--- src/rtl/psel_pkg.sv ---
package psel_pkg;

  // Strobes from control to datapath
  typedef struct packed {
    logic capture;   // load address and space flag this edge
    logic selOff;    // force selects 0..5 inactive
    logic pinOff;    // force shared pin high
    logic showAddr;  // shared pin carries latched address bit
  } psel_strobe_t;

endpackage

--- src/rtl/psel_ctrl.sv ---
module psel_ctrl
  import psel_pkg::*;
(
  input  logic         rstN,
  input  logic         addrStrobe,
  input  logic         busHold,
  input  logic         extMode,
  output psel_strobe_t strb
);

  always_comb begin
    strb.capture  = addrStrobe & ~busHold;
    strb.selOff   = ~rstN | busHold;
    // in address-bit mode the pin keeps its value through a hold
    strb.pinOff   = ~rstN | (busHold & extMode);
    strb.showAddr = ~extMode;
  end

endmodule

--- src/rtl/psel_datapath.sv ---
module psel_datapath
  import psel_pkg::*;
#(
  parameter int ADDR_W      = 20,
  parameter int REGION_BITS = 8,
  parameter int NUM_SEL     = 7,
  parameter int SHARED_BIT  = 2
) (
  input  logic                          clk,
  input  logic                          rstN,
  input  psel_strobe_t                  strb,
  input  logic [ADDR_W-1:0]             addrIn,
  input  logic                          spaceIsIo,
  input  logic [ADDR_W-REGION_BITS-1:0] baseHi,
  input  logic                          cfgSpaceIo,
  output logic [NUM_SEL-2:0]            selN,
  output logic                          sharedPin
);

  localparam int IDX_W = ADDR_W - REGION_BITS;

  logic [ADDR_W-1:0] addrQ;
  logic              spaceQ;
  logic              validQ;

  always_ff @(posedge clk or negedge rstN) begin
    if (!rstN) begin
      addrQ  <= '0;
      spaceQ <= 1'b0;
      validQ <= 1'b0;
    end else if (strb.capture) begin
      addrQ  <= addrIn;
      spaceQ <= spaceIsIo;
      validQ <= 1'b1;
    end
  end

  // Offset with a borrow bit so addresses below the base never wrap in
  logic [ADDR_W:0]  diff;
  logic             borrow;
  logic [IDX_W-1:0] regionIdx;
  logic             inGroup;

  always_comb begin
    diff      = {1'b0, addrQ} - {1'b0, baseHi, {REGION_BITS{1'b0}}};
    borrow    = diff[ADDR_W];
    regionIdx = diff[ADDR_W-1:REGION_BITS];
    inGroup   = validQ & ~borrow & (spaceQ == cfgSpaceIo)
              & (regionIdx < IDX_W'(NUM_SEL));
  end

  logic [NUM_SEL-1:0] regionHit;

  for (genvar i = 0; i < NUM_SEL; i++) begin : g_region
    assign regionHit[i] = inGroup & (regionIdx == IDX_W'(i));
  end

  for (genvar i = 0; i < NUM_SEL - 1; i++) begin : g_sel
    assign selN[i] = ~(regionHit[i] & ~strb.selOff);
  end

  always_comb begin
    if (strb.pinOff)        sharedPin = 1'b1;
    else if (strb.showAddr) sharedPin = addrQ[SHARED_BIT];
    else                    sharedPin = ~regionHit[NUM_SEL-1];
  end

endmodule

--- src/rtl/periph_sel_decode.sv ---
module periph_sel_decode
  import psel_pkg::*;
#(
  parameter int ADDR_W      = 20,
  parameter int REGION_BITS = 8,
  parameter int NUM_SEL     = 7,
  parameter int SHARED_BIT  = 2
) (
  input  logic                          clk,
  input  logic                          rstN,
  input  logic [ADDR_W-1:0]             addrIn,
  input  logic                          addrStrobe,
  input  logic                          spaceIsIo,
  input  logic [ADDR_W-REGION_BITS-1:0] baseHi,
  input  logic                          cfgSpaceIo,
  input  logic                          extMode,
  input  logic                          busHold,
  output logic [NUM_SEL-2:0]            selN,
  output logic                          sharedPin
);

  psel_strobe_t strb;

  psel_ctrl u_ctrl (
    .rstN      (rstN),
    .addrStrobe(addrStrobe),
    .busHold   (busHold),
    .extMode   (extMode),
    .strb      (strb)
  );

  psel_datapath #(
    .ADDR_W     (ADDR_W),
    .REGION_BITS(REGION_BITS),
    .NUM_SEL    (NUM_SEL),
    .SHARED_BIT (SHARED_BIT)
  ) u_dp (
    .clk       (clk),
    .rstN      (rstN),
    .strb      (strb),
    .addrIn    (addrIn),
    .spaceIsIo (spaceIsIo),
    .baseHi    (baseHi),
    .cfgSpaceIo(cfgSpaceIo),
    .selN      (selN),
    .sharedPin (sharedPin)
  );

endmodule

--- config.mk ---
export PLATFORM = sky130hd
export DESIGN_NAME = periph_sel_decode
export DESIGN_NICKNAME = d
export VERILOG_FILES = /design/src/rtl/psel_pkg.sv /design/src/rtl/psel_ctrl.sv /design/src/rtl/psel_datapath.sv /design/src/rtl/periph_sel_decode.sv
export SDC_FILE = /design/constraint.sdc
export NUM_CORES = 1
export LEC_CHECK = 0
export BUFFER_PORTS_ARGS = -buffer_cell sky130_fd_sc_hd__buf_2
export CAP_MARGIN = 25
export CORE_MARGIN = 2
export CORE_UTILIZATION = 51
export CTS_CLUSTER_DIAMETER = 30
export DETAILED_ROUTE_END_ITERATION = 10
export GPL_ROUTABILITY_DRIVEN = 0
export HOLD_SLACK_MARGIN = 0.08
export PLACE_DENSITY = 0.89
export RECOVER_POWER = 100
export SYNTH_ARGS = -nofsm -noshare
export SYNTH_HDL_FRONTEND = slang
export SYNTH_SLANG_ARGS = --single-unit
--- constraint.sdc ---
create_clock -name clk -period 4.25 [get_ports clk]
set_clock_uncertainty 0.05 [all_clocks]
set_input_delay 0.6375 -clock clk [delete_from_list [all_inputs] [get_ports clk]]
set_output_delay 0.6375 -clock clk [all_outputs]
set_load 0.005 [all_outputs]
# Yosys cells after proc, flatten, opt, wreduce, memory -nomap -nowiden
# Cells that the tools add are included.
dict set report totals {
  regBits 22
  output_inout_bits 7
  elab_cells 46
  in_bits 39
}
dict set report op_classes {
  n_addsub 1
  reduce_logical 1
  n_lt_le_gt_ge 1
  n_eq_ne 7
  n_mux 2
  bitwise_logic 31
}
# op count
set ops {}
lappend ops {{equality test 12 x 3 -> 1 bit (second input constant)} 3}
lappend ops {{equality test 12 x 2 -> 1 bit (second input constant)} 2}
lappend ops {{subtractor 20 x 20 -> 21 bit} 1}
lappend ops {{bitwise AND 1 bit} 18}
lappend ops {{equality test 12 x 1 -> 1 bit (second input constant)} 1}
lappend ops {{logical NOT 12 bit} 1}
lappend ops {{< comparator 12 x 3 -> 1 bit (second input constant)} 1}
lappend ops {{inverter 1 bit} 11}
lappend ops {{two-way mux 1 bit} 2}
lappend ops {{OR 1 bit} 2}
lappend ops {{equality test 1 bit} 1}

# Logic depth before layout (Yosys ltp)
# Gate-level depths: netlist of run 1.
dict set report depth {
  depth_word 9
  depth_mapped 10
  depth_no_buf 10
}

# By module
# A second synthesis of run 1 with hierarchy kept.
dict set report hier_totals {
  cells_unflattened 143
  area_unflattened_um2 1345.0
}
# module area_per_inst_um2 instances seq_area_each_um2 cells_each
set by_module_without_submodules {}
lappend by_module_without_submodules {psel_datapath 1318.8 1 375.4 139}
lappend by_module_without_submodules {psel_ctrl 26.3 1 0.0 4}

# Worst setup path before layout of run 1
# No wires, ideal clock.
dict set report synth_timing {
  path_type {input to output}
  from {in baseHi[0]}
  to {out selN[1]}
  path_stages 9
  t_arrival_ns 3.307
  path_slack_ns 0.255
  required_time_ns 3.562
  path_buffers 0
  path_cell_list {ha_1 fa_1 nand2b_1 a21oi_1 mux2i_1 a311o_2 or3_1 or4b_4 or4_1}
}
dict set report synth_via {
  elab_chain_len 8
  word_cells_on_any_way 10
  classes_between {add/sub: 1; order compare: 1; eq/ne: 1; bitwise: 7}
}
# element line
set synth_lines {}
lappend synth_lines {{start: declaration} periph_sel_decode.sv:14} ;# input logic [ADDR_W-REGION_BITS-1:0] baseHi,
lappend synth_lines {{subtractor 20 x 20 -> 21 bit (*)} psel_datapath.sv:45} ;# diff = {1'b0, addrQ} - {1'b0, baseHi, {REGION_BITS{1'b0}}};
lappend synth_lines {{parallel branches: the longest is 4 deep, another holds < comparator 12 x 3 -> 1 bit} --}
lappend synth_lines {{bitwise AND 1 bit (*)} psel_datapath.sv:55} ;# assign regionHit[i] = inGroup & (regionIdx == IDX_W'(i));
lappend synth_lines {{bitwise AND 1 bit (*)} psel_datapath.sv:59} ;# assign selN[i] = ~(regionHit[i] & ~strb.selOff);
lappend synth_lines {{inverter 1 bit (*)} psel_datapath.sv:59}
lappend synth_lines {{end: declaration} periph_sel_decode.sv:18} ;# output logic [NUM_SEL-2:0] selN,
# Every way passes the cells marked *.

# Final worst setup path of run 1
# Same ends and word-level chain as after synthesis.

==> out/metrics.cfg, run 1 <==
[status]
status = finished, final reports clean

[sta]
slew_violations = 0
relSlewSlack_pct = 41.5
whs_ps = 436
setup_viol = 0
min_period_over_period_pct = 97.4
setup_tns_ps = 0
finalCriticalPeriod_ps = 4140
fmax_mhz = 241
rsz0062_at_grt = false
hold_violations = 0
tightestPinTransition_ps = 877

[setup_path]
rr_endpoint = u_dp.validQ
rr_worst_depth = 1
path_class = primary input to output port
r2r_start = u_dp.validQ
rrSetupSlack_ps = 3420
end_kind = output port
start_kind = primary input
critPathMaxFanout = 6
crit_required_ps = 3560
worstPathArrival_ps = 3450

[route]
route.detailed.drc = 0
antenna_left = 0
vias = 1306
viasPerCell = 5.70
wire_per_inst_um = 13.6
first_pass_iters = 4
dr.first_iter.drc_count = 29
routed_wl_um = 3110

[place]
placed_cells_incl_taps = 225
io_buffers = 38
hpwl_um = 2470

[clock_tree]
cts_sinks = 15
root_buffer = clkbuf_4
cts_tree = done
clock_latency_ps = 290
cts_buffer_depth = 2
numCtsBuffers = 3
htreeDepth = 1
cts.clk_slew.worst_paths_ps = 90
post_cts_buffers = 0

[logic_synthesis]
async_flop_share_pct = 100
avgSynthCellArea_um2 = 9.16
synthCells = 156
ys_seq_area_share_pct = 26.3
synth_cell_types = 48
synth.cell_area_um2 = 1430
synth.net_count = 208
synth_seq_cells = 15
synth_edf_count = 0
synthFlopType = dfrtp_1
yosysWarnings = 0

[final_layout]
final_cell_mix = buf_2, inv_1, dfrtp_1
nets = 251
syn2layout_area_growth_pct = 18.2
drive_gt1_share_pct = 36.4
diodes = 0
final_common_cell = buf_2
final-instance-count-excl-fill = 229

[min_path]
min_from = u_dp.validQ
hp-class = flop to flop
hold_end = u_dp.validQ
holdPathStages = 1

[pwr]
ir_drop_mv = 0.242
power.leakage_nw = 0.749
power_density_nw_per_um2 = 320

[floorplanning]
boundaryPins = 46
rows = 19
dieArea_um2 = 3240
core_area_um2 = 2710
die_h_um = 56.9
initial_utilization_pct = 52.7
fp.dieW_um = 56.9

[global_routing]
antenna_found_initial = 0
grt_pass1_vias = 1246
grt_max_degree = 19
grt-busiest-layer = met2
grt_pass1_wl_um = 5200
grt_overflow = 0
use_met3_pct = 2.72
use_met2_pct = 38.8
track_usage_pct = 20.0
grtUsageMet1_pct = 23.4

[job]
maxCapViolations = 0

## state kept, by name (all words and copies together), names as in the netlist
signal       cells
u_dp.validQ      1
u_dp.spaceQ      1
u_dp.addrQ      13
## cells in the mapped netlist, types with 3 or more instances
library cell  number  area [um2]
inv_1             16        60.1
dfrtp_1           15         375
ha_1              12         150
mux2_2            11         124
nand2_1           10        37.5
o21ai_0            9        45.0
a21oi_1            8        40.0
nor2_1             8        30.0
a211oi_1           4        30.0
or3_1              4        25.0
buf_6              3        33.8
nor2b_1            3        18.8
nor3_1             3        15.0
or4_1              3        22.5
xnor2_1            3        26.3
xor2_1             3        26.3
## layer usage
metal	vias to the layer above	share of wire, %
met2	37	53
met5	-	0
met1	614	41
li1	650	-
met3	5	4.9
met4	0	0.87
## critical path: stages
cell and delay (ps):
buf_2 100, ha_2 190, fa_2 400, nand2b_4 170, a21oi_2 140, mux2i_1 100
a311o_2 310, or3_1 330, or4b_4 520, or4_1 410, buf_2 140
## area by class of cell
type                       instances  area [um2]
fill                             261        1020
multi-input combinational        118         955
sequential                        15         375
timing repair buffer              45         234
inverter                          16        60.1
tap                               31        38.8
clock buffer                       4        26.3
## where the power goes
part	total, W	switching [W]	internal [W]
clock	0.0000873	0.0000507	0.0000366
combinational	0.000282	0.000150	0.000133
sequential	0.000171	0.00000979	0.000162
## cells by family after synthesis
| kind of cell | Yosys count | synth area share (%) |
|---|---|---|
| AO/OA/AOI/OAI | 41 | 21.5 |
| flip-flops | 15 | 26.3 |
| buffers and inverters | 23 | 9.02 |
| multiplexers | 12 | 9.37 |
| adder cells (fa/ha/maj) | 13 | 11.9 |
| AND/OR/NAND/NOR | 46 | 18.3 |
| XOR/XNOR | 6 | 3.68 |
## how the worst max path moves through the flow
stage / start / to / cells past startpoint
3_5_place_dp: baseHi[0] / selN[5] / 11
3_3_place_gp: baseHi[0] / selN[5] / 11
6_report: baseHi[0] / selN[1] / 11
2_1_floorplan: baseHi[0] / selN[1] / 9
5_1_grt: baseHi[0] / selN[1] / 11
4_1_cts: baseHi[0] / selN[5] / 11
## per-stage QoR
step / setup slack [ps] / power (W) / util, % / cell area (um2)
final: 109 / 0.000541 / 62.3 / 1690
after global routing: 1.70 / 0.000577 / 62.3 / 1690
after CTS: 17.2 / 0.000533 / 62.1 / 1680
after detailed placement: -118 / 0.000442 / 60.6 / 1640
after floorplan: 255 / 0.000389 / - / 1430
after global placement: -62.0 / 0.000432 / 60.6 / 1640
## what timing repair did
| item | CTS | global route |
|---|---|---|
| pin swaps | 1 | 2 |
| resized for setup | 4 | 4 |
| hold buffers | 0 | 0 |
| endpoints found under the setup margin | 6 | 5 |
No activity file was read; power rests on OpenSTA's default activity.
==> run 2, diff against run 1 <==
--- a/config.mk
+++ b/config.mk
@@ -8,12 +8,13 @@
 export BUFFER_PORTS_ARGS = -buffer_cell sky130_fd_sc_hd__buf_2
 export CAP_MARGIN = 25
 export CORE_MARGIN = 2
-export CORE_UTILIZATION = 51
+export CORE_UTILIZATION = 53
+export CTS_BUF_LIST = sky130_fd_sc_hd__clkbuf_4 sky130_fd_sc_hd__clkbuf_8
 export CTS_CLUSTER_DIAMETER = 30
 export DETAILED_ROUTE_END_ITERATION = 10
 export GPL_ROUTABILITY_DRIVEN = 0
 export HOLD_SLACK_MARGIN = 0.08
-export PLACE_DENSITY = 0.89
+export PLACE_DENSITY = 0.92
 export RECOVER_POWER = 100
 export SYNTH_ARGS = -nofsm -noshare
 export SYNTH_HDL_FRONTEND = slang
==> out/metrics.cfg, run 2 (synthesis gave the netlist of run 1 again) <==
[status]
status = finished, final reports clean  ; unchanged

[setup_path]
start_kind = primary input  ; unchanged
rr_endpoint = u_dp.validQ  ; unchanged
critPathMaxFanout = 6  ; unchanged
rrSetupSlack_ps = 3420  ; about the same
r2r_start = u_dp.validQ  ; unchanged
worstPathArrival_ps = 3490  ; was 3450 ps
rr_worst_depth = 1  ; unchanged
path_class = primary input to output port  ; unchanged
end_kind = output port  ; unchanged
crit_start = baseHi[0]  ; unchanged
crit_required_ps = 3560  ; about the same

[global_routing]
track_usage_pct = 18.8  ; was 20.0%
grt_overflow = 0  ; unchanged
grt_pass1_wl_um = 4770  ; was 5200 um
antenna_found_initial = 0  ; unchanged
grt_pass1_vias = 1155  ; was 1,246
grt_max_degree = 19  ; unchanged

[clock_tree]
cts_tree = done  ; unchanged
cts_sinks = 15  ; unchanged
root_buffer = clkbuf_4  ; unchanged
numCtsBuffers = 3  ; unchanged
htreeDepth = 1  ; unchanged
cts_buffer_depth = 2  ; unchanged
holdBufCountCts = 0  ; unchanged
post_cts_buffers = 0  ; unchanged
cts.clk_slew.worst_paths_ps = 100  ; was 90 ps
clock_latency_ps = 280  ; was 290 ps

[route]
dr.first_iter.drc_count = 58  ; was 29
route.detailed.drc = 0  ; unchanged
viasPerCell = 5.71  ; was 5.70
routed_wl_um = 3010  ; was 3110 um
first_pass_iters = 5  ; was 4
antenna_left = 0  ; unchanged
wire_per_inst_um = 13.2  ; was 13.6 um
vias = 1297  ; was 1,306

[sta]
setup_slack_ps = 68.7  ; was 109 ps
slew_violations = 0  ; unchanged
setup_viol = 0  ; unchanged
relSlewSlack_pct = 44.0  ; was 41.5%
tightestPinTransition_ps = 840  ; was 877 ps
setup_tns_ps = 0  ; unchanged
fmax_mhz = 239  ; was 241 MHz
whs_ps = 429  ; was 436 ps
finalCriticalPeriod_ps = 4180  ; was 4140 ps
min_period_over_period_pct = 98.4  ; was 97.4%
hold_violations = 0  ; unchanged

[min_path]
min_from = u_dp.validQ  ; unchanged
holdPathStages = 1  ; unchanged
hold_end = u_dp.validQ  ; unchanged
hp-class = flop to flop  ; unchanged

[place]
dp_slack_ps = -54.6  ; was -118 ps
place_area_um2 = 1630  ; was 1640 um2
io_buffers = 38  ; unchanged
hpwl_um = 2430  ; was 2470 um

[pwr]
power_w = 0.000534  ; was 0.000541 W
power_density_nw_per_um2 = 317  ; was 320 nW/um2
power.leakage_nw = 0.749  ; about the same
ir_drop_mv = 0.263  ; was 0.242 mV

[floorplanning]
dieArea_um2 = 3130  ; was 3240 um2
rows = 18  ; was 19
boundaryPins = 46  ; unchanged
fp.dieW_um = 55.9  ; was 56.9 um
die_h_um = 55.9  ; was 56.9 um
initial_utilization_pct = 56.6  ; was 52.7%
core_area_um2 = 2520  ; was 2710 um2

[final_layout]
largest-register = u_dp.addrQ  ; unchanged
n_fill_cell = 230  ; was 261
final_cell_area_um2 = 1680  ; was 1690 um2
final_common_cell = buf_2  ; unchanged
diodes = 0  ; unchanged
final_cell_mix = buf_2, inv_1, dfrtp_1  ; unchanged
reg.largest.list = u_dp.addrQ: 13 flops, u_dp.spaceQ: 1 flops, u_dp.validQ: 1 flops  ; unchanged
syn2layout_area_growth_pct = 17.8  ; was 18.2%
drive_gt1_share_pct = 35.5  ; was 36.4%
largest_reg_flops = 13  ; unchanged
nets = 250  ; was 251

[job]
maxCapViolations = 0  ; unchanged

run 2: cell count changes in the layout (fill, tap and decap cells not counted):
| cell | delta |
|---|---|
| ha_1 | +2 |
| xor2_1 | -1 |
| buf_4 | -1 |
| ha_2 | -2 |
| clkinv_2 | +1 |
| xor2_2 | +1 |
| buf_2 | -1 |
run 2: stage by stage:
step                std cells  util [%]
floorplan                 156         -
global placement          223      64.7
detailed placement        223      64.7
CTS                       227      65.9
global route              227      66.7
finish                    227      66.7
run 2: layout make-up:
class	instances	area, um2	share of cell area, %
well taps	30	37.5	2.23
flip-flops and latches	15	375	22.3
multi-input cells	118	957	56.9
inverters	16	60.1	3.57
clock buffers	3	22.5	1.34
repair buffers	44	225	13.4
clock inverters	1	5.00	0.297
run 2: worst max path at each step:
stage | slack (ps) | cells after the start | to
final | 70 | 11 | selN[3]
after CTS | 20 | 11 | selN[3]
after detailed placement | -50 | 11 | selN[3]
after floorplan | 260 | 9 | selN[1]
after global placement | -30 | 11 | selN[5]
after global routing | -20 | 12 | selN[3]
run 2: timing repair:
| action | 4_1_cts | 5_1_grt |
|---|---|---|
| cloned | 0 | 0 |
| endpoints found under the setup margin | 4 | 6 |
| pin swaps | 0 | 3 |
| gates resized for setup | 1 | 6 |
run 2: worst max-delay path: stages:
cell and delay [ps]:
buf_2 100, ha_2 190, fa_2 430, nand2b_4 170, a21oi_2 130, mux2i_1 80
a311o_2 310, or3_1 370, or4b_4 520, or4_1 410, buf_2 140
run 2: metal layers:
| layer | vias up | global-route usage, % | wire, um |
|---|---|---|---|
| li1 | 660 | - | - |
| met1 | 591 | 22.6 | 1280 |
| met2 | 40 | 34.5 | 1540 |
| met3 | 6 | 2.33 | 138 |
| met4 | 0 | 5.78 | 47 |
| met5 | - | 0 | 0 |
run 2: report_power, final:
group,internal (W),switching (W)
Sequential,0.000162,0.00000933
Combinational,0.000130,0.000149
Clock,0.0000350,0.0000486
